`config.mk`:
```
export PLATFORM = sky130hd
export DESIGN_NAME = match_timer
export DESIGN_NICKNAME = d
export VERILOG_FILES = /design/src/rtl/match_timer_pkg.sv /design/src/rtl/mt_tick_src.sv /design/src/rtl/mt_prescaler.sv /design/src/rtl/mt_match_chan.sv /design/src/rtl/match_timer.sv
export SDC_FILE = /design/constraint.sdc
export NUM_CORES = 1
export LEC_CHECK = 0
export BUFFER_PORTS_ARGS = -buffer_cell sky130_fd_sc_hd__buf_4
export CAP_MARGIN = 20
export CORE_MARGIN = 5
export CORE_UTILIZATION = 62
export DETAILED_ROUTE_END_ITERATION = 8
export GPL_TIMING_DRIVEN = 0
export HOLD_SLACK_MARGIN = 0.03
export MAX_ROUTING_LAYER = met4
export PLACE_DENSITY = 0.81
export REMOVE_ABC_BUFFERS = 1
export SETUP_SLACK_MARGIN = 0.05
export SYNTH_ARGS = -nofsm -noshare
export SYNTH_HDL_FRONTEND = slang
export SYNTH_SLANG_ARGS = --single-unit
export TNS_END_PERCENT = 5
```
`constraint.sdc`:
```
create_clock -name clk -period 3.7 [get_ports clk]
set_input_delay 0.74 -clock clk [delete_from_list [all_inputs] [get_ports clk]]
set_output_delay 0.74 -clock clk [all_outputs]
set_load 0.005 [all_outputs]
```
`src/rtl/match_timer_pkg.sv`:
```
package match_timer_pkg;

    typedef enum logic [1:0] {
        ACT_NONE   = 2'd0,
        ACT_LOW    = 2'd1,
        ACT_HIGH   = 2'd2,
        ACT_TOGGLE = 2'd3
    } act_e;

    typedef enum logic [1:0] {
        SRC_CLK  = 2'd0,
        SRC_RISE = 2'd1,
        SRC_FALL = 2'd2,
        SRC_BOTH = 2'd3
    } src_e;

    // one channel's match actions, flag in the lowest bit
    typedef struct packed {
        logic halt;
        logic zero;
        logic flag;
    } mctl_t;

    localparam int unsigned A_FLAGS = 0;
    localparam int unsigned A_CTRL  = 1;
    localparam int unsigned A_COUNT = 2;
    localparam int unsigned A_PRESC = 3;
    localparam int unsigned A_PCNT  = 4;
    localparam int unsigned A_MCTL  = 5;
    localparam int unsigned A_MV0   = 6;

    function automatic logic apply_act(input act_e a, input logic cur);
        case (a)
            ACT_LOW:    return 1'b0;
            ACT_HIGH:   return 1'b1;
            ACT_TOGGLE: return ~cur;
            default:    return cur;
        endcase
    endfunction

endpackage

```
`src/rtl/mt_tick_src.sv`:
```
module mt_tick_src
    import match_timer_pkg::*;
#(
    parameter int N_IN  = 2,
    parameter int SEL_W = 1
) (
    input  logic             clk,
    input  logic             rst,
    input  logic [N_IN-1:0]  ext_in,
    input  logic [SEL_W-1:0] sel,
    input  src_e             mode,
    output logic             tick
);
    logic [N_IN-1:0] s1_q, s2_q;
    logic            prev_q;
    logic            cur;

    assign cur = s2_q[sel];

    always_ff @(posedge clk) begin
        if (rst) begin
            s1_q   <= '0;
            s2_q   <= '0;
            prev_q <= 1'b0;
        end else begin
            s1_q   <= ext_in;
            s2_q   <= s1_q;
            prev_q <= cur;
        end
    end

    always_comb begin
        case (mode)
            SRC_CLK:  tick = 1'b1;
            SRC_RISE: tick = cur & ~prev_q;
            SRC_FALL: tick = ~cur & prev_q;
            default:  tick = cur ^ prev_q;
        endcase
    end
endmodule

```
`src/rtl/mt_prescaler.sv`:
```
module mt_prescaler #(
    parameter int W = 16
) (
    input  logic         clk,
    input  logic         rst,
    input  logic         clr,
    input  logic         wr_en,
    input  logic [W-1:0] wr_val,
    input  logic         step,
    input  logic [W-1:0] limit,
    output logic [W-1:0] pcnt,
    output logic         wrap
);
    assign wrap = step && (pcnt == limit);

    always_ff @(posedge clk) begin
        if (rst || clr)  pcnt <= '0;
        else if (wr_en)  pcnt <= wr_val;
        else if (wrap)   pcnt <= '0;
        else if (step)   pcnt <= pcnt + W'(1);
    end
endmodule

```
`src/rtl/mt_match_chan.sv`:
```
module mt_match_chan
    import match_timer_pkg::*;
#(
    parameter int W = 16
) (
    input  logic         clk,
    input  logic         rst,
    input  logic [W-1:0] count,
    input  logic [W-1:0] mv,
    input  logic         wrap,
    input  act_e         act,
    input  logic         pwm,
    input  logic         period_rst,
    input  logic         wr_en,
    input  logic         wr_val,
    output logic         hit,
    output logic         out
);
    logic out_q;

    assign hit = wrap && (count == mv);
    assign out = out_q;

    always_ff @(posedge clk) begin
        if (rst) begin
            out_q <= 1'b0;
        end else if (pwm) begin
            if (period_rst)  out_q <= (mv == '0);
            else if (hit)    out_q <= 1'b1;
            else if (wr_en)  out_q <= wr_val;
        end else if (hit) begin
            out_q <= apply_act(act, out_q);
        end else if (wr_en) begin
            out_q <= wr_val;
        end
    end
endmodule

```
`src/rtl/match_timer.sv`:
```
module match_timer
    import match_timer_pkg::*;
#(
    parameter int CNT_W   = 16,
    parameter int N_MATCH = 4,
    parameter int N_IN    = 2,
    parameter int ADDR_W  = 4
) (
    input  logic               clk,
    input  logic               rst,
    input  logic               bus_wr,
    input  logic [ADDR_W-1:0]  bus_addr,
    input  logic [CNT_W-1:0]   bus_wdata,
    output logic [CNT_W-1:0]   bus_rdata,
    input  logic [N_IN-1:0]    ext_in,
    output logic               irq,
    output logic [N_MATCH-1:0] mat_out
);
    localparam int SEL_W    = (N_IN > 1) ? $clog2(N_IN) : 1;
    localparam int MC_W     = 3 * N_MATCH;
    localparam int A_OUTCFG = A_MV0 + N_MATCH;
    localparam int A_MODE   = A_OUTCFG + 1;
    localparam int A_PWM    = A_MODE + 1;

    logic                   run_q, hold_q;
    logic [CNT_W-1:0]       count_q, presc_q, pcnt_q;
    logic [MC_W-1:0]        mctl_q;
    logic [2*N_MATCH-1:0]   act_q;
    src_e                   mode_q;
    logic [SEL_W-1:0]       sel_q;
    logic [N_MATCH-1:0]     pwm_q, flags_q;
    logic [CNT_W-1:0]       mv_q [N_MATCH];

    logic we_flags, we_ctrl, we_count, we_presc, we_pcnt, we_mctl;
    logic we_outcfg, we_mode, we_pwm;
    logic [N_MATCH-1:0] we_mv, hit, zero_mask, halt_mask, flag_en;
    logic tick, step, wrap, period_rst, any_zero, any_halt;

    assign we_flags  = bus_wr && (bus_addr == ADDR_W'(A_FLAGS));
    assign we_ctrl   = bus_wr && (bus_addr == ADDR_W'(A_CTRL));
    assign we_count  = bus_wr && (bus_addr == ADDR_W'(A_COUNT));
    assign we_presc  = bus_wr && (bus_addr == ADDR_W'(A_PRESC));
    assign we_pcnt   = bus_wr && (bus_addr == ADDR_W'(A_PCNT));
    assign we_mctl   = bus_wr && (bus_addr == ADDR_W'(A_MCTL));
    assign we_outcfg = bus_wr && (bus_addr == ADDR_W'(A_OUTCFG));
    assign we_mode   = bus_wr && (bus_addr == ADDR_W'(A_MODE));
    assign we_pwm    = bus_wr && (bus_addr == ADDR_W'(A_PWM));

    mt_tick_src #(.N_IN(N_IN), .SEL_W(SEL_W)) u_src (
        .clk(clk), .rst(rst), .ext_in(ext_in), .sel(sel_q),
        .mode(mode_q), .tick(tick)
    );

    assign step = run_q && !hold_q && tick;

    mt_prescaler #(.W(CNT_W)) u_pre (
        .clk(clk), .rst(rst), .clr(hold_q), .wr_en(we_pcnt),
        .wr_val(bus_wdata), .step(step), .limit(presc_q),
        .pcnt(pcnt_q), .wrap(wrap)
    );

    for (genvar k = 0; k < N_MATCH; k++) begin : g_ch
        mctl_t mc;
        assign mc           = mctl_t'(mctl_q[3*k +: 3]);
        assign zero_mask[k] = mc.zero;
        assign halt_mask[k] = mc.halt;
        assign flag_en[k]   = mc.flag;
        assign we_mv[k]     = bus_wr && (bus_addr == ADDR_W'(A_MV0 + k));

        mt_match_chan #(.W(CNT_W)) u_ch (
            .clk(clk), .rst(rst), .count(count_q), .mv(mv_q[k]),
            .wrap(wrap), .act(act_e'(act_q[2*k +: 2])), .pwm(pwm_q[k]),
            .period_rst(period_rst), .wr_en(we_outcfg),
            .wr_val(bus_wdata[k]), .hit(hit[k]), .out(mat_out[k])
        );
    end

    assign period_rst = hit[N_MATCH-1] && (|pwm_q);
    assign any_zero   = (|(hit & zero_mask)) || period_rst;
    assign any_halt   = |(hit & halt_mask);
    assign irq        = |flags_q;

    always_ff @(posedge clk) begin
        if (rst || hold_q)  count_q <= '0;
        else if (we_count)  count_q <= bus_wdata;
        else if (wrap) begin
            if (any_zero)       count_q <= '0;
            else if (!any_halt) count_q <= count_q + CNT_W'(1);
        end
    end

    always_ff @(posedge clk) begin
        if (rst) begin
            run_q   <= 1'b0;
            hold_q  <= 1'b0;
            presc_q <= '0;
            mctl_q  <= '0;
            act_q   <= '0;
            mode_q  <= SRC_CLK;
            sel_q   <= '0;
            pwm_q   <= '0;
            flags_q <= '0;
            for (int k = 0; k < N_MATCH; k++) mv_q[k] <= '0;
        end else begin
            if (we_ctrl) begin
                run_q  <= bus_wdata[0];
                hold_q <= bus_wdata[1];
            end
            if (wrap && any_halt) run_q <= 1'b0;
            if (we_presc)  presc_q <= bus_wdata;
            if (we_mctl)   mctl_q  <= bus_wdata[MC_W-1:0];
            if (we_outcfg) act_q   <= bus_wdata[N_MATCH +: 2*N_MATCH];
            if (we_mode) begin
                mode_q <= src_e'(bus_wdata[1:0]);
                sel_q  <= bus_wdata[2 +: SEL_W];
            end
            if (we_pwm) pwm_q <= bus_wdata[N_MATCH-1:0];
            for (int k = 0; k < N_MATCH; k++) begin
                if (we_mv[k]) mv_q[k] <= bus_wdata;
                if (hit[k] && flag_en[k])           flags_q[k] <= 1'b1;
                else if (we_flags && bus_wdata[k])  flags_q[k] <= 1'b0;
            end
        end
    end

    always_comb begin
        bus_rdata = '0;
        if (bus_addr == ADDR_W'(A_FLAGS))       bus_rdata = CNT_W'(flags_q);
        else if (bus_addr == ADDR_W'(A_CTRL))   bus_rdata = CNT_W'({hold_q, run_q});
        else if (bus_addr == ADDR_W'(A_COUNT))  bus_rdata = count_q;
        else if (bus_addr == ADDR_W'(A_PRESC))  bus_rdata = presc_q;
        else if (bus_addr == ADDR_W'(A_PCNT))   bus_rdata = pcnt_q;
        else if (bus_addr == ADDR_W'(A_MCTL))   bus_rdata = CNT_W'(mctl_q);
        else if (bus_addr == ADDR_W'(A_OUTCFG)) bus_rdata = CNT_W'({act_q, mat_out});
        else if (bus_addr == ADDR_W'(A_MODE))   bus_rdata = CNT_W'({sel_q, mode_q});
        else if (bus_addr == ADDR_W'(A_PWM))    bus_rdata = CNT_W'(pwm_q);
        for (int k = 0; k < N_MATCH; k++)
            if (bus_addr == ADDR_W'(A_MV0 + k)) bus_rdata = mv_q[k];
    end
endmodule

```
==> impl_metrics.py, run 1 <==
metrics = {
    "floorplanning": {
        "initial_core_util_pct": 63.0,
        "fp.coreArea_um2": 14500,
        "rows": 44,
        "fp.dieW_um": 132,
        "ioPinCount": 46,
        "fp.dieArea_um2": 17300,
        "die_y_um": 132,
    },
    "clock_network": {
        "clk_pin_slew_ns": 0.06,
        "htree_levels": 4,
        "cts.sinks": 154,
        "cts_tree": "done",
        "postCtsSetupBuffers": 0,
        "ctsHoldBuffers": 0,
        "worstSkewPairLatency_ns": 0.44,
        "numCtsBuffers": 17,
        "ctsLongestPathBuffers": 2,
        "root_buffer": "clkbuf_16",
    },
    "layout": {
        "area_growth_pct": 9.34,
        "drive_above_1_share_pct": 9.53,
        "num_antenna_cells": 0,
        "design_area_um2": 10000,
        "nets": 1065,
    },
    "placement": {
        "io_buffers": 45,
        "routabilityCongestion": 1.03,
        "hpwlAfterDp_um": 21700,
        "dpl_cell_area_um2": 9410,
    },
    "sta": {
        "final_hold_viol_count": 0,
        "tns_ns": 0,
        "rsz0062_at_grt": "yes",
        "fin_crit_sh_pct": 99.0,
        "fmax_ghz": 0.273,
        "maxSlewViolCount": 0,
        "finalCriticalPeriod_ns": 3.66,
        "worst_pin_slew_ns": 1.21,
        "slew_headroom_pct": 19.7,
        "setup_viol": 0,
        "skew_ns": 0.0138,
        "hold_slack_ns": 0.437,
    },
    "worst_setup_path": {
        "required_ns": 2.96,
        "arrival_ns": 2.92,
        "rr_worst_depth": 7,
        "r2r_end": "count_q[13]$_SDFFE_PP0P_",
        "r2r_slack_ns": 0.18,
        "r2r_start": "count_q[12]$_SDFFE_PP0P_",
        "startpoint_type": "primary input",
        "worstSetupPathType": "primary input to output pin",
        "setup.worst_path.end_class": "output pin",
        "worstPathMaxFanout": 25,
    },
    "synthesis": {
        "synth_top_family_by_area": "simple AND/OR/NAND/NOR gates",
        "seq_area_frac_synth_pct": 40.7,
        "synth_cell_types": 69,
        "yosys.area_share.adder_pct": 0.546,
        "synth.mux.area_fraction_pct": 2.31,
        "synth_xor_area_share_pct": 8.41,
        "syn_area_um2": 9160,
        "ys_warn_count": 0,
        "synth_compound_area_share_pct": 17.4,
        "synth_edf_count": 64,
        "syn_area_per_cell_um2": 8.63,
        "synth_cells": 1061,
        "async_flop_share_pct": 0,
        "ys_seq_elements": 154,
        "synth_flop_cell": "dfxtp_1",
        "synthSimpleGateAreaFrac_pct": 26.0,
    },
    "routing": {
        "drtPass1Iterations": 6,
        "routed_wl_um": 32000,
        "num_vias": 8688,
        "drtAntennaViolNets": 0,
        "wire_per_inst_um": 26.0,
        "drt_iter0_drc": 1662,
        "remaining_drc_errors": 0,
        "via_per_inst": 7.05,
    },
    "global_routing": {
        "grt_util_all_layers_pct": 37.0,
        "grt_first_pass_wirelength_um": 47700,
        "grt_overflow": 0,
        "grt_pass1_vias": 7875,
        "antenna_found_initial": 0,
        "grt_max_degree": 66,
    },
    "power_and_ir_drop": {
        "finalPower_mw": 4.08,
        "leakage_nw": 3.35,
        "irDropWorstVdd_uv": 353,
        "power_density_nw_per_um2": 407,
    },
    "hold_path": {
        "hold_depth": 1,
        "hp-class": "flop to flop",
        "whs_endpoint": "u_src.s2_q[1]$_SDFF_PP0_",
        "hp-start": "u_src.s1_q[1]$_SDFF_PP0_",
    },
    "run": {
        "cap_violations": 0,
    },
    "status": {
        "outcome": "complete, no violations",
    },
}
worst max path at each step:
stage,start,endpoint,depth (start not counted)
6_report,bus_addr[0],bus_rdata[13],9
5_1_grt,bus_addr[0],bus_rdata[3],9
4_1_cts,count_q[0]$_SDFFE_PP0P_,count_q[13]$_SDFFE_PP0P_,7
3_5_place_dp,count_q[12]$_SDFFE_PP0P_,count_q[13]$_SDFFE_PP0P_,7
3_3_place_gp,sel_q$_SDFFE_PP0P_,count_q[1]$_SDFFE_PP0P_,9
2_1_floorplan,sel_q$_SDFFE_PP0P_,count_q[1]$_SDFFE_PP0P_,9
layout make-up:
cell class / count / area [um2]
timing repair buffer: 51 / 388
multi-input combinational: 805 / 5090
clock inverter: 7 / 63.8
sequential: 154 / 3720
tap: 184 / 230
fill: 1182 / 4520
clock buffer: 25 / 497
inverter: 7 / 26.3
cell usage in the layout (no fill, tap or decap), drive strengths merged, types with 4 or more instances in the layout:
| master | n |
|---|---|
| a211oi | 11 |
| a21o | 11 |
| a21oi | 63 |
| a221o | 9 |
| a221oi | 5 |
| a22o | 4 |
| a22oi | 44 |
| a311oi | 5 |
| a31oi | 9 |
| a41oi | 9 |
| and2 | 73 |
| and3 | 19 |
| buf | 51 |
| clkbuf | 25 |
| dfxtp | 90 |
| edfxtp | 64 |
| ha | 4 |
| inv | 10 |
| mux2i | 20 |
| nand2 | 133 |
| nand2b | 11 |
| nand3 | 25 |
| nand3b | 4 |
| nand4 | 30 |
| nand4b | 5 |
| nor2 | 80 |
| nor2b | 11 |
| nor3 | 15 |
| nor3b | 6 |
| nor4 | 27 |
| o211ai | 5 |
| o21ai | 27 |
| o22ai | 5 |
| o311a | 5 |
| o311ai | 5 |
| or2 | 4 |
| or3 | 5 |
| xnor2 | 74 |
| xor2 | 14 |
per-stage QoR:
stage | utilization (%) | cells | setup WS (ns)
CTS | 68.8 | 1233 | 0.104
detailed placement | 64.7 | 1201 | -0.192
floorplan | - | 966 | -0.512
global placement | 64.2 | 1195 | -2.23
finish | 68.9 | 1233 | 0.0352
global route | 68.9 | 1233 | -0.0181
where the power goes:
part	internal (mW)	switching (mW)	total, mW
clock	0.999	0.708	1.71
combinational	0.162	0.255	0.418
sequential	1.84	0.114	1.95
timing repair:
action	in CTS	in global routing
pin swaps	0	0
setup endpoints to repair	19	15
resized for setup	6	3
sequential cells by signal (all words and copies together) (netlist names), 2 cells and up:
signal	count
count_q	16
act_q	8
mode_q	2
flags_q	4
u_src.s1_q	2
g_ch.u_ch.out	4
presc_q	16
mctl_q	12
pwm_q	4
u_src.s2_q	2
mv_q	64
u_pre.pcnt	16
logic make-up after synthesis:
family                   count (synthesis)
AND/OR/NAND/NOR                        462
buffers and inverters                  102
multiplexers                            21
XOR/XNOR                                88
flip-flops                             154
AO/OA/AOI/OAI                          230
adder cells (fa/ha/maj)                  4
synth_stat cells, types with 14 or more instances:
master / instances / area share [%]
nand3_1: 25 / 1.4
a21oi_1: 63 / 3.4
buf_2: 17 / 0.93
o21ai_0: 26 / 1.4
nor2_1: 80 / 3.3
and3_1: 19 / 1.3
clkbuf_1: 66 / 2.7
nand2_1: 133 / 5.5
nor4_1: 26 / 1.8
and2_1: 72 / 4.9
mux2i_1: 20 / 2.2
nand4_1: 30 / 2.0
xnor2_1: 74 / 7.1
edfxtp_1: 64 / 21
a22oi_1: 44 / 3.6
dfxtp_1: 90 / 20
xor2_1: 14 / 1.3
nor3_1: 15 / 0.82
critical path: stages:
cell and delay, ns:
buf_4 0.27, nand2_1 0.18, nor3_2 0.54, buf_2 0.29
a22oi_1 0.12, a31oi_1 0.33, a21oi_1 0.07, a21oi_1 0.22
buf_4 0.15
layer usage:
layer	GRT usage [%]	vias to the layer above	part of all wire, %	wire length (um)
met5	-	-	0	0
li1	-	3794	-	-
met4	17.9	0	5.8	1870
met2	53.0	698	43	13900
met3	8.91	150	14	4510
met1	49.3	4046	37	11800
Power figures use the tool's default switching activity.
==> run 2, diff against run 1 <==
- MAX_ROUTING_LAYER: met4 -> default
==> impl_metrics.py, run 2 (same netlist as run 1, synthesis figures left out) <==
metrics = {
    "power_and_ir_drop": {
        "p_switching_mw": 1.10,
        "irDropWorstVdd_uv": 345,
        "leakage_nw": 3.39,
        "p_int_mw": 3.13,
        "combPwrFrac_pct": 9.8,
        "power_density_nw_per_um2": 418,
        "clkPwrFrac_pct": 44.1,
        "sequentialPowerShare_pct": 46.1,
        "p_sw_share_pct": 26.0,
    },
    "layout": {
        "final_core_util_pct": 69.6,
        "nets": 1065,
        "multi_input_area_um2": 5120,
        "seq_area_um2": 3720,
        "largest_reg_flops": 64,
        "top_register": "mv_q",
        "area_growth_pct": 10.4,
        "fillers": 1158,
        "layout_common_cells": "133 x nand2_1, 90 x dfxtp_1, 79 x nor2_1, 74 x xnor2_1, 72 x and2_1",
        "num_antenna_cells": 0,
        "mostFrequentLayoutCell": "nand2_1",
        "drive_above_1_share_pct": 10.1,
    },
    "clock_network": {
        "cts.sinks": 154,
        "worstSkewPairLatency_ns": 0.44,
        "root_buffer": "clkbuf_16",
        "cts_tree": "done",
        "ctsLongestPathBuffers": 2,
        "clk_pin_slew_ns": 0.06,
        "numCtsBuffers": 17,
        "htree_levels": 4,
        "ctsHoldBuffers": 0,
    },
    "routing": {
        "routed_wl_um": 31600,
        "drtPass1Iterations": 8,
        "via_per_inst": 7.01,
        "wire_per_inst_um": 25.6,
        "num_vias": 8639,
        "drt_iter0_drc": 1582,
        "drtAntennaViolNets": 0,
        "remaining_drc_errors": 0,
    },
    "worst_setup_path": {
        "r2r_start": "sel_q$_SDFFE_PP0P_",
        "arrival_ns": 2.91,
        "r2r_end": "count_q[1]$_SDFFE_PP0P_",
        "setup.worst_path.end_class": "output pin",
        "startpoint_type": "primary input",
        "rr_worst_depth": 9,
        "worstPathMaxFanout": 27,
        "required_ns": 2.96,
        "r2r_slack_ns": 0.21,
        "worstSetupPathType": "primary input to output pin",
    },
    "floorplanning": {
        "rows": 44,
        "ioPinCount": 46,
        "fp.coreArea_um2": 14500,
        "initial_core_util_pct": 63.0,
        "fp.dieW_um": 132,
        "die_y_um": 132,
        "fp.dieArea_um2": 17300,
    },
    "sta": {
        "worst_pin_slew_ns": 1.05,
        "skew_ns": 0.0120,
        "tns_ns": 0,
        "slew_headroom_pct": 29.4,
        "final_hold_viol_count": 0,
        "maxSlewViolCount": 0,
        "rsz0062_at_grt": "yes",
        "fin_crit_sh_pct": 98.6,
        "fmax_ghz": 0.274,
        "finalCriticalPeriod_ns": 3.65,
        "setup_viol": 0,
    },
    "hold_path": {
        "hp-start": "u_src.s1_q[1]$_SDFF_PP0_",
        "hold_depth": 1,
        "whs_endpoint": "u_src.s2_q[1]$_SDFF_PP0_",
        "hp-class": "flop to flop",
    },
    "global_routing": {
        "grt_overflow": 0,
        "grt_pass1_vias": 8057,
        "antenna_found_initial": 0,
        "grt_first_pass_wirelength_um": 47400,
        "grt_max_degree": 66,
        "grt_util_all_layers_pct": 35.4,
    },
    "placement": {
        "io_buffers": 45,
        "hpwlAfterDp_um": 21500,
        "routabilityCongestion": 1.03,
    },
    "status": {
        "outcome": "complete, no violations",
    },
    "run": {
        "cap_violations": 0,
    },
}
run 2: worst max-delay path, stage by stage:
cell and delay, ns:
buf_4 0.26, nor4b_2 0.80, buf_6 0.24, a22oi_1 0.08, a31oi_1 0.31, a21oi_1 0.09
a21oi_1 0.23, buf_4 0.14
run 2: repair_timing:
item                       4_1_cts  5_1_grt
setup endpoints to repair       16       16
resized for setup                7        6
pin swaps                        0        3
setup buffers                    0        3
run 2: power groups by stage:
stage                     logic (mW)  registers, mW  clock network (mW)
after floorplan                0.221           1.93                   0
after global placement         0.387           1.98                   0
after detailed placement       0.395           1.98                   0
after CTS                      0.399           1.94                1.86
after global routing           0.442           1.95                1.94
final                          0.414           1.95                1.86
run 2: layer usage:
layer / share of wire [%] / vias up / track usage, %
met5: 0 / - / 0
met4: 6.9 / 0 / 20.2
met2: 42 / 651 / 51.5
li1: - / 3785 / -
met3: 14 / 165 / 9.82
met1: 37 / 4038 / 47.5
run 2: worst max path at each step:
stage / start / end / slack [ns] / depth (start not counted)
5_1_grt: bus_addr[1] / bus_rdata[15] / 0.02 / 8
2_1_floorplan: sel_q$_SDFFE_PP0P_ / count_q[1]$_SDFFE_PP0P_ / -0.51 / 9
4_1_cts: bus_addr[3] / bus_rdata[3] / 0.02 / 9
3_5_place_dp: count_q[5]$_SDFFE_PP0P_ / count_q[10]$_SDFFE_PP0P_ / -0.29 / 7
3_3_place_gp: sel_q$_SDFFE_PP0P_ / count_q[1]$_SDFFE_PP0P_ / -2.17 / 9
6_report: bus_addr[1] / bus_rdata[15] / 0.05 / 8
run 2: area by class of cell:
cell class	instances	share of cell area, %
flip-flops and latches	154	36.8
clock inverters	9	1.05
multi-input cells	805	50.6
repair buffers	51	3.82
clock buffers	23	5.15
well taps	184	2.28
inverters	7	0.260
run 2: through the flow:
step	setup WS (ns)	total power [mW]	hold WS [ns]	std cells	instance area (um2)
finish	0.0524	4.22	0.446	1233	10100
global route	0.0207	4.33	0.463	1233	10100
floorplan	-0.512	2.15	0.414	966	8760
global placement	-2.17	2.36	0.416	1195	9330
CTS	0.0237	4.20	0.454	1230	10100
detailed placement	-0.291	2.37	0.441	1198	9390
==> run 3, diff against run 2 <==
- CELL_PAD_IN_SITES_DETAIL_PLACEMENT: default -> 1
- CELL_PAD_IN_SITES_GLOBAL_PLACEMENT: default -> 1
- CORE_UTILIZATION: 62 -> 48
- PLACE_DENSITY: 0.81 -> default
- PLACE_DENSITY_LB_ADDON: default -> 0.1
==> impl_metrics.py, run 3 (same netlist as run 1, synthesis figures left out) <==
metrics = {
    "global_routing": {
        "antenna_found_initial": 1,
        "grt_util_all_layers_pct": 31.9,
        "grt_pass1_vias": 8412,
        "grt_first_pass_wirelength_um": 52600,
        "grt_overflow": 0,
        "grt_max_degree": 66,
    },
    "sta": {
        "final_hold_viol_count": 0,
        "worst_slack_ns": -0.0211,
        "tns_ns": -0.0211,
        "worst_pin_slew_ns": 1.34,
        "fmax_ghz": 0.269,
        "rsz0062_at_grt": "yes",
        "fin_crit_sh_pct": 101,
        "finalCriticalPeriod_ns": 3.72,
        "setup_viol": 1,
        "slew_headroom_pct": 10.8,
        "maxSlewViolCount": 0,
        "skew_ns": 0.0111,
    },
    "worst_setup_path": {
        "arrival_ns": 2.98,
        "worstSetupPathType": "primary input to output pin",
        "required_ns": 2.96,
        "rr_worst_depth": 7,
        "worstPathMaxFanout": 25,
        "startpoint_type": "primary input",
        "setup.worst_path.end_class": "output pin",
    },
    "floorplanning": {
        "fp.coreArea_um2": 18800,
        "initial_core_util_pct": 48.8,
        "fp.dieArea_um2": 21900,
        "rows": 50,
        "ioPinCount": 46,
        "fp.dieW_um": 148,
        "die_y_um": 148,
    },
    "layout": {
        "area_growth_pct": 11.3,
        "final_core_util_pct": 54.3,
        "num_antenna_cells": 0,
        "mostFrequentLayoutCell": "nand2_1",
        "top_register": "mv_q",
        "drive_above_1_share_pct": 10.2,
        "finalNonFillerCells": 1284,
        "nets": 1067,
        "largest_reg_flops": 64,
        "layout_common_cells": "133 x nand2_1, 90 x dfxtp_1, 79 x nor2_1, 74 x xnor2_1, 71 x and2_1",
    },
    "placement": {
        "hpwlAfterDp_um": 24200,
        "io_buffers": 45,
        "dpl.cell_count": 1250,
        "place_ws_ns": -0.295,
        "routabilityCongestion": 0.934,
    },
    "clock_network": {
        "clk_pin_slew_ns": 0.06,
        "cts.sinks": 154,
        "numCtsBuffers": 17,
        "cts_tree": "done",
        "root_buffer": "clkbuf_16",
        "ctsLongestPathBuffers": 2,
        "ctsHoldBuffers": 0,
        "htree_levels": 4,
        "worstSkewPairLatency_ns": 0.44,
    },
    "routing": {
        "remaining_drc_errors": 0,
        "via_per_inst": 6.65,
        "num_vias": 8545,
        "wire_per_inst_um": 27.5,
        "drtAntennaViolNets": 0,
        "routed_wl_um": 35300,
        "drtPass1Iterations": 7,
        "drt_iter0_drc": 1053,
    },
    "run": {
        "cap_violations": 0,
    },
    "status": {
        "failed_checks": "negative setup slack",
        "outcome": "complete, but fails checks",
    },
    "hold_path": {
        "hp-class": "flop to flop",
        "hold_depth": 1,
    },
    "power_and_ir_drop": {
        "finalPower_mw": 4.18,
        "leakage_nw": 3.41,
        "irDropWorstVdd_uv": 315,
        "power_density_nw_per_um2": 410,
    },
}
-- run 3: layout make-up --
cell class	count	area, um2
Clock inverter	11	114
Fill cell	2190	8570
Sequential cell	154	3720
Timing Repair Buffer	53	429
Clock buffer	20	479
Inverter	7	26.3
Tap cell	234	293
Multi-Input combinational cell	805	5130
-- run 3: layer usage --
layer,track usage (%),vias up,wire (um)
li1,-,3796,-
met2,50.2,409,16200
met1,43.2,4243,14600
met3,6.00,95,2910
met5,0,-,15
met4,13.8,2,1590
-- run 3: path summary, 6_finish.rpt --
check / start / to / slack (ns)
max reg2reg: count_q[0]$_SDFFE_PP0P_ / count_q[1]$_SDFFE_PP0P_ / 0.19
min: u_src.s1_q[1]$_SDFF_PP0_ / u_src.s2_q[1]$_SDFF_PP0_ / 0.44
max: bus_addr[0] / bus_rdata[3] / -0.02
min reg2reg: u_src.s1_q[1]$_SDFF_PP0_ / u_src.s2_q[1]$_SDFF_PP0_ / 0.44
-- run 3: stage by stage --
step	area, um2	hold WS [ns]
final	10200	0.439
after global routing	10200	0.466
after CTS	10100	0.448
after detailed placement	9480	0.431
after global placement	9390	0.418
after floorplan	8760	0.414
-- run 3: power breakdown --
| group | internal (mW) | switching [mW] | total (mW) | leakage, nW |
|---|---|---|---|---|
| clock | 1.07 | 0.738 | 1.80 | 0.301 |
| sequential | 1.84 | 0.110 | 1.95 | 1.34 |
| combinational | 0.164 | 0.264 | 0.428 | 1.77 |
| total | 3.07 | 1.11 | 4.18 | 3.41 |
-- run 3: worst max-delay path: stages --
cell and delay, ns:
buf_4 0.30, nand2_1 0.23, nor3_4 0.59, a21oi_1 0.15
a22o_1 0.24, o311ai_1 0.12, o21ai_0 0.25, a31oi_1 0.21
buf_4 0.13
-- run 3: timing repair --
item,in CTS,in global routing
endpoints found under the setup margin,21,17
buffers inserted,0,2
pin swaps,0,3
resized for setup,9,5
